**src/rtl/tmr_pkg.sv**
```systemverilog
// Package: shared register addresses for the interval timer.
// Assumes a 3-bit register address space.
package tmr_pkg;
    localparam int REG_AW = 3;

    typedef enum logic [REG_AW-1:0] {
        RA_CTRL = 3'd0,  // bit 0: run
        RA_IEN  = 3'd1,  // bit 0: interrupt enable
        RA_STAT = 3'd2,  // bit 0: update flag, write 0 clears
        RA_EVT  = 3'd3,  // bit 0: force update, reads 0
        RA_CNT  = 3'd4,  // live counter, read-only
        RA_PSC  = 3'd5,  // divider holding register
        RA_ARR  = 3'd6   // reload holding register
    } reg_addr_e;
endpackage

```
**src/rtl/tmr_prescaler.sv**
```systemverilog
// Module: clock divider for the interval timer.
// It produces a one-cycle tick every div+1 cycles while run is high.
// It assumes that div changes only in a cycle where the counter is zeroed
// (restart or wrap), so the count never exceeds div.
module tmr_prescaler #(
    parameter int PSC_W = 16
) (
    input  logic             clk,
    input  logic             rst_n,
    input  logic             run,
    input  logic             restart,
    input  logic [PSC_W-1:0] div,
    output logic             tick
);
    logic [PSC_W-1:0] pcnt_q;
    logic             at_top;

    // Purpose: detect the last cycle of a division interval.
    always_comb begin
        at_top = (pcnt_q == div);
        tick   = run && !restart && at_top;
    end

    // Purpose: advance the division count, clear it on restart or wrap.
    always_ff @(posedge clk) begin
        if (!rst_n)          pcnt_q <= '0;
        else if (restart)    pcnt_q <= '0;
        else if (run)        pcnt_q <= at_top ? '0 : pcnt_q + 1'b1;
    end

    AST_PSC_BOUND: assert property (@(posedge clk) disable iff (!rst_n)
        pcnt_q <= div);
    AST_PSC_RESTART: assert property (@(posedge clk) disable iff (!rst_n)
        restart |=> (pcnt_q == '0));
endmodule

```
**src/rtl/tmr_counter.sv**
```systemverilog
// Module: main up-counter of the interval timer.
// It steps once per prescaler tick. When it is at the limit, the next
// step returns it to 0 and pulses wrap. It assumes that tick is never
// high in a restart cycle.
module tmr_counter #(
    parameter int CNT_W = 16
) (
    input  logic             clk,
    input  logic             rst_n,
    input  logic             tick,
    input  logic             restart,
    input  logic [CNT_W-1:0] limit,
    output logic [CNT_W-1:0] count,
    output logic             wrap
);
    logic [CNT_W-1:0] count_q;

    // Purpose: flag the step that takes the counter from limit to zero.
    always_comb begin
        wrap  = tick && (count_q == limit);
        count = count_q;
    end

    // Purpose: count ticks, returning to zero on wrap or restart.
    always_ff @(posedge clk) begin
        if (!rst_n)        count_q <= '0;
        else if (restart)  count_q <= '0;
        else if (tick)     count_q <= wrap ? '0 : count_q + 1'b1;
    end

    AST_CNT_BOUND: assert property (@(posedge clk) disable iff (!rst_n)
        count_q <= limit);
    AST_WRAP_ZERO: assert property (@(posedge clk) disable iff (!rst_n)
        wrap |=> (count_q == '0));
    AST_CNT_HOLD: assert property (@(posedge clk) disable iff (!rst_n)
        (!tick && !restart) |=> $stable(count_q));
endmodule

```
**src/rtl/tmr_regs.sv**
```systemverilog
// Module: register bank of the interval timer.
// It holds the control bits, the held and active divider and limit, and
// the sticky update flag. It decodes the forced-event strobe and builds the
// read mux. It assumes one write per cycle and DATA_W >= PSC_W, CNT_W.
module tmr_regs
    import tmr_pkg::*;
#(
    parameter int DATA_W = 32,
    parameter int PSC_W  = 16,
    parameter int CNT_W  = 16
) (
    input  logic              clk,
    input  logic              rst_n,
    input  logic              wr_en,
    input  logic [REG_AW-1:0] wr_addr,
    input  logic [DATA_W-1:0] wr_data,
    input  logic [REG_AW-1:0] rd_addr,
    output logic [DATA_W-1:0] rd_data,
    input  logic [CNT_W-1:0]  count,
    input  logic              wrap,
    output logic              run,
    output logic              restart,
    output logic [PSC_W-1:0]  psc_act,
    output logic [CNT_W-1:0]  arr_act,
    output logic              irq
);
    logic             run_q, ien_q, flag_q;
    logic [PSC_W-1:0] psc_q, psc_act_q;
    logic [CNT_W-1:0] arr_q, arr_act_q;
    logic             upd, flag_clr;
    logic             unused_wr_hi;

    // Purpose: decode the forced event, the update and the flag clear.
    always_comb begin
        restart  = wr_en && (wr_addr == RA_EVT) && wr_data[0];
        upd      = restart || wrap;
        flag_clr = wr_en && (wr_addr == RA_STAT) && !wr_data[0];
    end

    assign unused_wr_hi = ^wr_data;

    // Purpose: software-written control and holding registers.
    always_ff @(posedge clk) begin
        if (!rst_n) begin
            run_q <= 1'b0;
            ien_q <= 1'b0;
            psc_q <= '0;
            arr_q <= '0;
        end else if (wr_en) begin
            case (wr_addr)
                RA_CTRL: run_q <= wr_data[0];
                RA_IEN:  ien_q <= wr_data[0];
                RA_PSC:  psc_q <= wr_data[PSC_W-1:0];
                RA_ARR:  arr_q <= wr_data[CNT_W-1:0];
                default: ;
            endcase
        end
    end

    // Purpose: move the held values into the active set on an update event.
    always_ff @(posedge clk) begin
        if (!rst_n) begin
            psc_act_q <= '0;
            arr_act_q <= '0;
        end else if (upd) begin
            psc_act_q <= psc_q;
            arr_act_q <= arr_q;
        end
    end

    // Purpose: sticky update flag; setting wins over a same-cycle clear.
    always_ff @(posedge clk) begin
        if (!rst_n)        flag_q <= 1'b0;
        else if (upd)      flag_q <= 1'b1;
        else if (flag_clr) flag_q <= 1'b0;
    end

    // Purpose: read mux, zero-extended to the data width.
    always_comb begin
        rd_data = '0;
        case (rd_addr)
            RA_CTRL: rd_data[0] = run_q;
            RA_IEN:  rd_data[0] = ien_q;
            RA_STAT: rd_data[0] = flag_q;
            RA_CNT:  rd_data[CNT_W-1:0] = count;
            RA_PSC:  rd_data[PSC_W-1:0] = psc_q;
            RA_ARR:  rd_data[CNT_W-1:0] = arr_q;
            default: rd_data = '0;
        endcase
    end

    // Purpose: drive the active values, the run bit and the interrupt.
    always_comb begin
        run     = run_q;
        psc_act = psc_act_q;
        arr_act = arr_act_q;
        irq     = flag_q && ien_q;
    end

    AST_SHADOW_HOLD: assert property (@(posedge clk) disable iff (!rst_n)
        !upd |=> ($stable(psc_act_q) && $stable(arr_act_q)));
    AST_FLAG_STICKY: assert property (@(posedge clk) disable iff (!rst_n)
        (flag_q && !flag_clr) |=> flag_q);
    AST_UPD_FLAG: assert property (@(posedge clk) disable iff (!rst_n)
        upd |=> flag_q);
endmodule

```
**src/rtl/tick_timer.sv**
```systemverilog
// Module: top of the prescaled interval timer with update interrupt.
// It connects the register bank, the prescaler and the main counter.
// It assumes a synchronous active-low reset and one write per cycle.
module tick_timer
    import tmr_pkg::*;
#(
    parameter int DATA_W = 32,
    parameter int PSC_W  = 16,
    parameter int CNT_W  = 16
) (
    input  logic              clk,
    input  logic              rst_n,
    input  logic              wr_en,
    input  logic [REG_AW-1:0] wr_addr,
    input  logic [DATA_W-1:0] wr_data,
    input  logic [REG_AW-1:0] rd_addr,
    output logic [DATA_W-1:0] rd_data,
    output logic              irq
);
    logic             run, restart, tick, wrap;
    logic [PSC_W-1:0] psc_act;
    logic [CNT_W-1:0] arr_act, count;

    tmr_regs #(.DATA_W(DATA_W), .PSC_W(PSC_W), .CNT_W(CNT_W)) u_regs (
        .clk(clk), .rst_n(rst_n),
        .wr_en(wr_en), .wr_addr(wr_addr), .wr_data(wr_data),
        .rd_addr(rd_addr), .rd_data(rd_data),
        .count(count), .wrap(wrap),
        .run(run), .restart(restart),
        .psc_act(psc_act), .arr_act(arr_act), .irq(irq)
    );

    tmr_prescaler #(.PSC_W(PSC_W)) u_psc (
        .clk(clk), .rst_n(rst_n), .run(run), .restart(restart),
        .div(psc_act), .tick(tick)
    );

    tmr_counter #(.CNT_W(CNT_W)) u_cnt (
        .clk(clk), .rst_n(rst_n), .tick(tick), .restart(restart),
        .limit(arr_act), .count(count), .wrap(wrap)
    );

    AST_IEN_OFF: assert property (@(posedge clk) disable iff (!rst_n)
        (wr_en && wr_addr == RA_IEN && !wr_data[0]) |=> !irq);
endmodule

```
**config.mk**
```make
export PLATFORM = sky130hd
export DESIGN_NAME = tick_timer
export DESIGN_NICKNAME = d
export VERILOG_FILES = /design/src/rtl/tmr_pkg.sv /design/src/rtl/tmr_prescaler.sv /design/src/rtl/tmr_counter.sv /design/src/rtl/tmr_regs.sv /design/src/rtl/tick_timer.sv
export SDC_FILE = /design/constraint.sdc
export NUM_CORES = 1
export LEC_CHECK = 0
export CORE_ASPECT_RATIO = 1.25
export CORE_MARGIN = 2
export CORE_UTILIZATION = 60
export CTS_BUF_LIST = sky130_fd_sc_hd__clkbuf_8 sky130_fd_sc_hd__clkbuf_16
export CTS_CLUSTER_DIAMETER = 40
export CTS_CLUSTER_SIZE = 20
export DETAILED_ROUTE_END_ITERATION = 12
export PLACE_DENSITY = 0.86
export SETUP_SLACK_MARGIN = 0.05
export SYNTH_ARGS = -nofsm -noshare
export SYNTH_HDL_FRONTEND = slang
export SYNTH_SLANG_ARGS = --single-unit
```
**constraint.sdc**
```tcl
create_clock -name clk -period 4.2 [get_ports clk]
set_input_delay 1.05 -clock clk [delete_from_list [all_inputs] [get_ports clk]]
set_output_delay 1.05 -clock clk [all_outputs]
set_load 0.02 [all_outputs]
```
# Word-level counts from Yosys, hierarchy flattened

Index checks and enable logic that the tools add are counted.

$add $sub $neg: 2
Eq/ne operators: 12
Mux-type cells: 6
Bitwise operators: 1
Reductions and logical operators: 19

Operator list:

| cell                    | number |
|---|---|
| $pmux W15 S3            | 1 |
| $add A16 B1 Y16 const B | 2 |
| $eq A16 B16 Y1          | 2 |
| $mux W16                | 2 |
| $eq A3 B3 Y1 const B    | 5 |
| $eq A3 B2 Y1 const B    | 3 |
| $logic_and A1 B1 Y1     | 8 |
| $reduce_and A2 Y1       | 4 |
| $eq A3 B1 Y1 const B    | 2 |
| $logic_not A3 Y1        | 2 |
| $pmux W1 S6             | 1 |
| $logic_not A1 Y1        | 2 |
| $mux W1                 | 2 |
| $reduce_bool A2 Y1      | 1 |
| $reduce_or A2 Y1        | 1 |
| $logic_or A1 B1 Y1      | 1 |
| $not A1 Y1              | 1 |

Register bits: 99
Bits of input ports: 41
Output and inout port bits: 33

# Depth between registers and ports, before layout

Depth in word-level cells: 9
Depth in mapped cells: 8

# By module

From an unflattened synthesis, not the netlist that was laid out.

Cell total of the unflattened synthesis: 675
Area, all modules: 5736.8 µm²

By module, submodules not included:

| module        | times used | cells an instance | area an instance (µm²) |
|---|---|---|---|
| tmr_regs      | 1          | 467               | 3891.2 |
| tmr_counter   | 1          | 107               | 947.2 |
| tmr_prescaler | 1          | 101               | 898.4 |

# Worst setup path before layout

No wires, ideal clock.

Path kind: input-to-output
From: input port rd_addr[0]
To: output port rd_data[0]
Arrival time: 2439 ps
Required time: 3150 ps
Slack: 711 ps
Stages: 4
Buffers on the path: 2
Cell sequence: clkbuf_1 > buf_1 > a31oi_1 > o22ai_1

Word-level cells in the longest chain between the ends: 2
Elaborated cells between the ends (all ways): 7
Classes of those cells: eq/ne (5); mux (1); reduce/logical (1)

Ends and longest elaborated chain:

| item                                       | RTL line         | text |
|---|---|---|
| start: declaration                         | tick_timer.sv:16 | `input logic [REG_AW-1:0] rd_addr,` |
| $eq A3 B3 Y1, or another cell as far along | tmr_regs.sv:81   | `case (rd_addr)` |
| $pmux W1 S6 *                              | tmr_regs.sv:81   |  |
| end: declaration                           | tick_timer.sv:17 | `output logic [DATA_W-1:0] rd_data,` |

Mark *: on every way between the ends. The rest lies on a longest branch, timed or not.

# Worst setup path in the final report

From: input port rd_addr[0]
To: output port rd_data[6]

Word-level cells in the longest chain between the ends: 2
Elaborated cells between the ends (all ways): 4
Classes of those cells: eq/ne (3); mux (1)

Ends and longest elaborated chain:

| item           | RTL line |
|---|---|
| $eq A3 B3 Y1   | tmr_regs.sv:81 |
| $pmux W15 S3 * | tmr_regs.sv:81 |

Marks and branches as above.

==> results.md <==
* Starting Density at 62.15%
* Dpl hpwl at about 11000 um
* Status: finished clean
* HP Class: register to register
* Root Buffer: clkbuf_16
* Clk buf depth at 2
* Clk_skew at 0.009018 ns
* Aggregate routed wire length at 15510 um
* # IOs at 74
* Die span in y at around 110 um
* Post-placement cell count at between 800 and 900
* Post-CTS sizing at 0
* FF-to-FF Start: u_psc.pcnt_q[11]
* Synthesis-stage register bit count at 99
* Area Growth Syn to Fin at 11.94%
* Fin area at ~0.0064 mm2
* Pwr/cell area at just over 300 mW/mm2
* CP startpoint: rd_addr[0]
* Syn_area_per_cell at 7.908 um2
* Setup bufs post-CTS at 0
* CP startpoint kind: input pin
* CTS clk-pin slew, worst paths at 0.07 ns
* Minimum clock period at between 4 and 5 ns
* LEAKAGE at roughly 0.0023 uW
* Post-Layout Cell Count at 853
* Core Box Area at 0.009174 mm2
* Worst Tran Pin Value at around 1.1 ns
* Number of port buffers at 41
* Die Span X at 91.19 um
* Slew HR at 23.51%
* Worst EP required at 3.15 ns
* Post-synthesis sequential area ratio at 34.76%
* Mapped cell area at 0.005702 mm2
* Peak supply drop at 0.2476 mV
* Critical Path Sink Type: output pin
* H-Tree Level Count at 3
* Count of final setup violators at 0
* Synth Instances at slightly above 700
* Setup ws final at 0.1860 ns
* Unrepaired setup endpoints after global routing: no
* Hold buffers post-CTS at 0
* Fin Setup TNS at 0 ns
* Sink Count at 99
* Detail Route Antenna Nets at 0
* Fin crit share at 95.57%
* Final core utilization at 69.57%
* Post-synth EDFFs at 0
* Worst EP arrival at 2.96 ns
* Crit Path Max Fanout at 15
* First-pass GRT wire length at 25470 um
* Ys flop type: dfxtp_1
* Final net count at 768
* Drc violations at 0
* Synth async-reset ratio at 0%
* Post-synth cell types at between 40 and 50
* Max Cap Viol at 0
* CTS tree: done
* GRT Total Usage at 30.21%
* Die area at 0.01030 mm2
* Total number of vias at 5460
* Synth warnings at 0
* Ant. Diodes at 0
* Vias in the first global route at 5223
* Drt pass-1 iters at 6
* Slew Viols, Final at 0
* Vias per inst at between 6 and 7
* Multi-input gate area at between 0.003 and 0.004 mm2
* F_max at 249.1 MHz
* Min-delay src: u_regs.arr_q[13]
* FILL cells at 745
* Row Count at 39
* Initial antenna violation count at 0
* Cts bufs inserted at 9
* Reg area at just under 0.002 mm2
* Total grt overflow at 0
* Placed cell area at roughly 0.0061 mm2
* Skew-Pair Late Insertion Delay at roughly 0.35 ns
* Largest net degree at the start of global routing at 55
* WS Path Type: input pin to output pin
* Share of layout cells above drive strength 1 at 5.342%
* Avg WL per Cell at 18.18 um
* GPL Wtd Cong at slightly above 0.9
* R2R Setup Slk at 1.06 ns
* DR iter-0 viols at approximately 520
* Hold Vio Cnt, Final at 0
* Place WS at 0.2046 ns
-- layout by cell type, fill, tap and decap left out, types with 3 or more instances in the layout --
cell type and n:
mux2i_1 18, inv_1 3, and2_1 19, dfxtp_1 99, nand2b_1 3, or2_2 3, and3_1 39, nor2_1 17
xnor2_1 19, nand3_1 12, nor4_1 12, o21ai_0 51, nor3_1 18, and4_1 4, or3_1 5, o22ai_1 3
nor3b_1 5, nand2_1 131, conb_1 16, clkdlybuf4s50_1 40, a211oi_1 4, buf_4 13, clkbuf_16 9, o311ai_0 22
o311ai_1 10, a32o_1 10, nand4_1 9, a2bb2oi_1 32, o211ai_1 11, xor2_1 28, a21oi_1 36
-- worst paths after layout --
path,endpoint,cells past startpoint
min reg2reg,u_regs.arr_q[13],2
max,rd_data[6],6
max reg2reg,u_regs.psc_act[11],5
min,u_regs.arr_q[13],2
-- worst max-delay path: stages --
cell and delay (ns):
clkdlybuf4s50_1 0.63, buf_12 0.21, mux2i_1 0.08, o21ai_0 0.21, and2_1 0.17, clkdlybuf4s50_1 0.60
-- synthesized netlist by cell type (11+ instances only) --
master	number	area (um2)
and3_1	39	244.0
o21ai_0	51	255.2
nor3_1	18	90.09
a21oi_1	36	180.2
dfxtp_1	99	1982
xor2_1	28	245.2
a2bb2oi_1	32	280.3
clkbuf_1	56	210.2
nand2_1	131	491.7
o311ai_0	22	192.7
nor4_1	12	75.07
nor2_1	17	63.81
mux2i_1	18	180.2
o211ai_1	11	82.58
and2_1	19	118.9
xnor2_1	19	166.4
buf_4	17	127.6
nand3_1	12	60.06
-- layout make-up --
class                           count  area share, %
Clock buffer                        9          3.529
Clock inverter                      7          1.196
Inverter                            4         0.2352
Multi-Input combinational cell    556          53.38
Sequential cell                    99          31.05
Tap cell                          123          2.411
Timing Repair Buffer               55          8.194
-- flip-flops by register name (all words and copies together), names as in the netlist --
register,flops
u_regs.psc_act,16
u_cnt.count,16
u_regs.flag_q,1
u_regs.psc_q,16
u_regs.arr_q,16
u_psc.pcnt_q,16
u_regs.run,1
u_regs.arr_act,16
u_regs.ien_q,1
-- logic make-up after synthesis --
family          after synthesis  synth area share [%]
simple gates                286                 25.15
compound gates              186                 22.54
flops                        99                 34.76
buf+inv                      81                 6.473
xor+xnor                     47                 7.220
mux                          19                 3.357
fa+ha+maj                     2                0.4388
other cells                   1               0.06577
-- routing by layer --
layer | wire length (um) | up-vias | global-route usage, %
met2 | 7711 | 241 | 51.41
met3 | 1067 | 36 | 3.995
li1 | - | 2592 | -
met5 | 0 | - | 0
met4 | 496 | 0 | 14.34
met1 | 6230 | 2591 | 37.93
-- power breakdown --
| part | internal, uW | switching, uW | total, uW |
|---|---|---|---|
| sequential | 947 | 9.18 | 956 |
| combinational | 52.7 | 105 | 157 |
| clock | 466 | 381 | 847 |
| total | 1470 | 495 | 1960 |
-- metrics by stage --
step / total power [uW] / hold WS, ns
detailed placement: 1130 / 0.4647
floorplan: 1085 / 0.4461
global route: 2014 / 0.5047
finish: 1961 / 0.4768
global placement: 1126 / 0.4589
CTS: 1960 / 0.4749
Power figures use the tool's default switching activity.
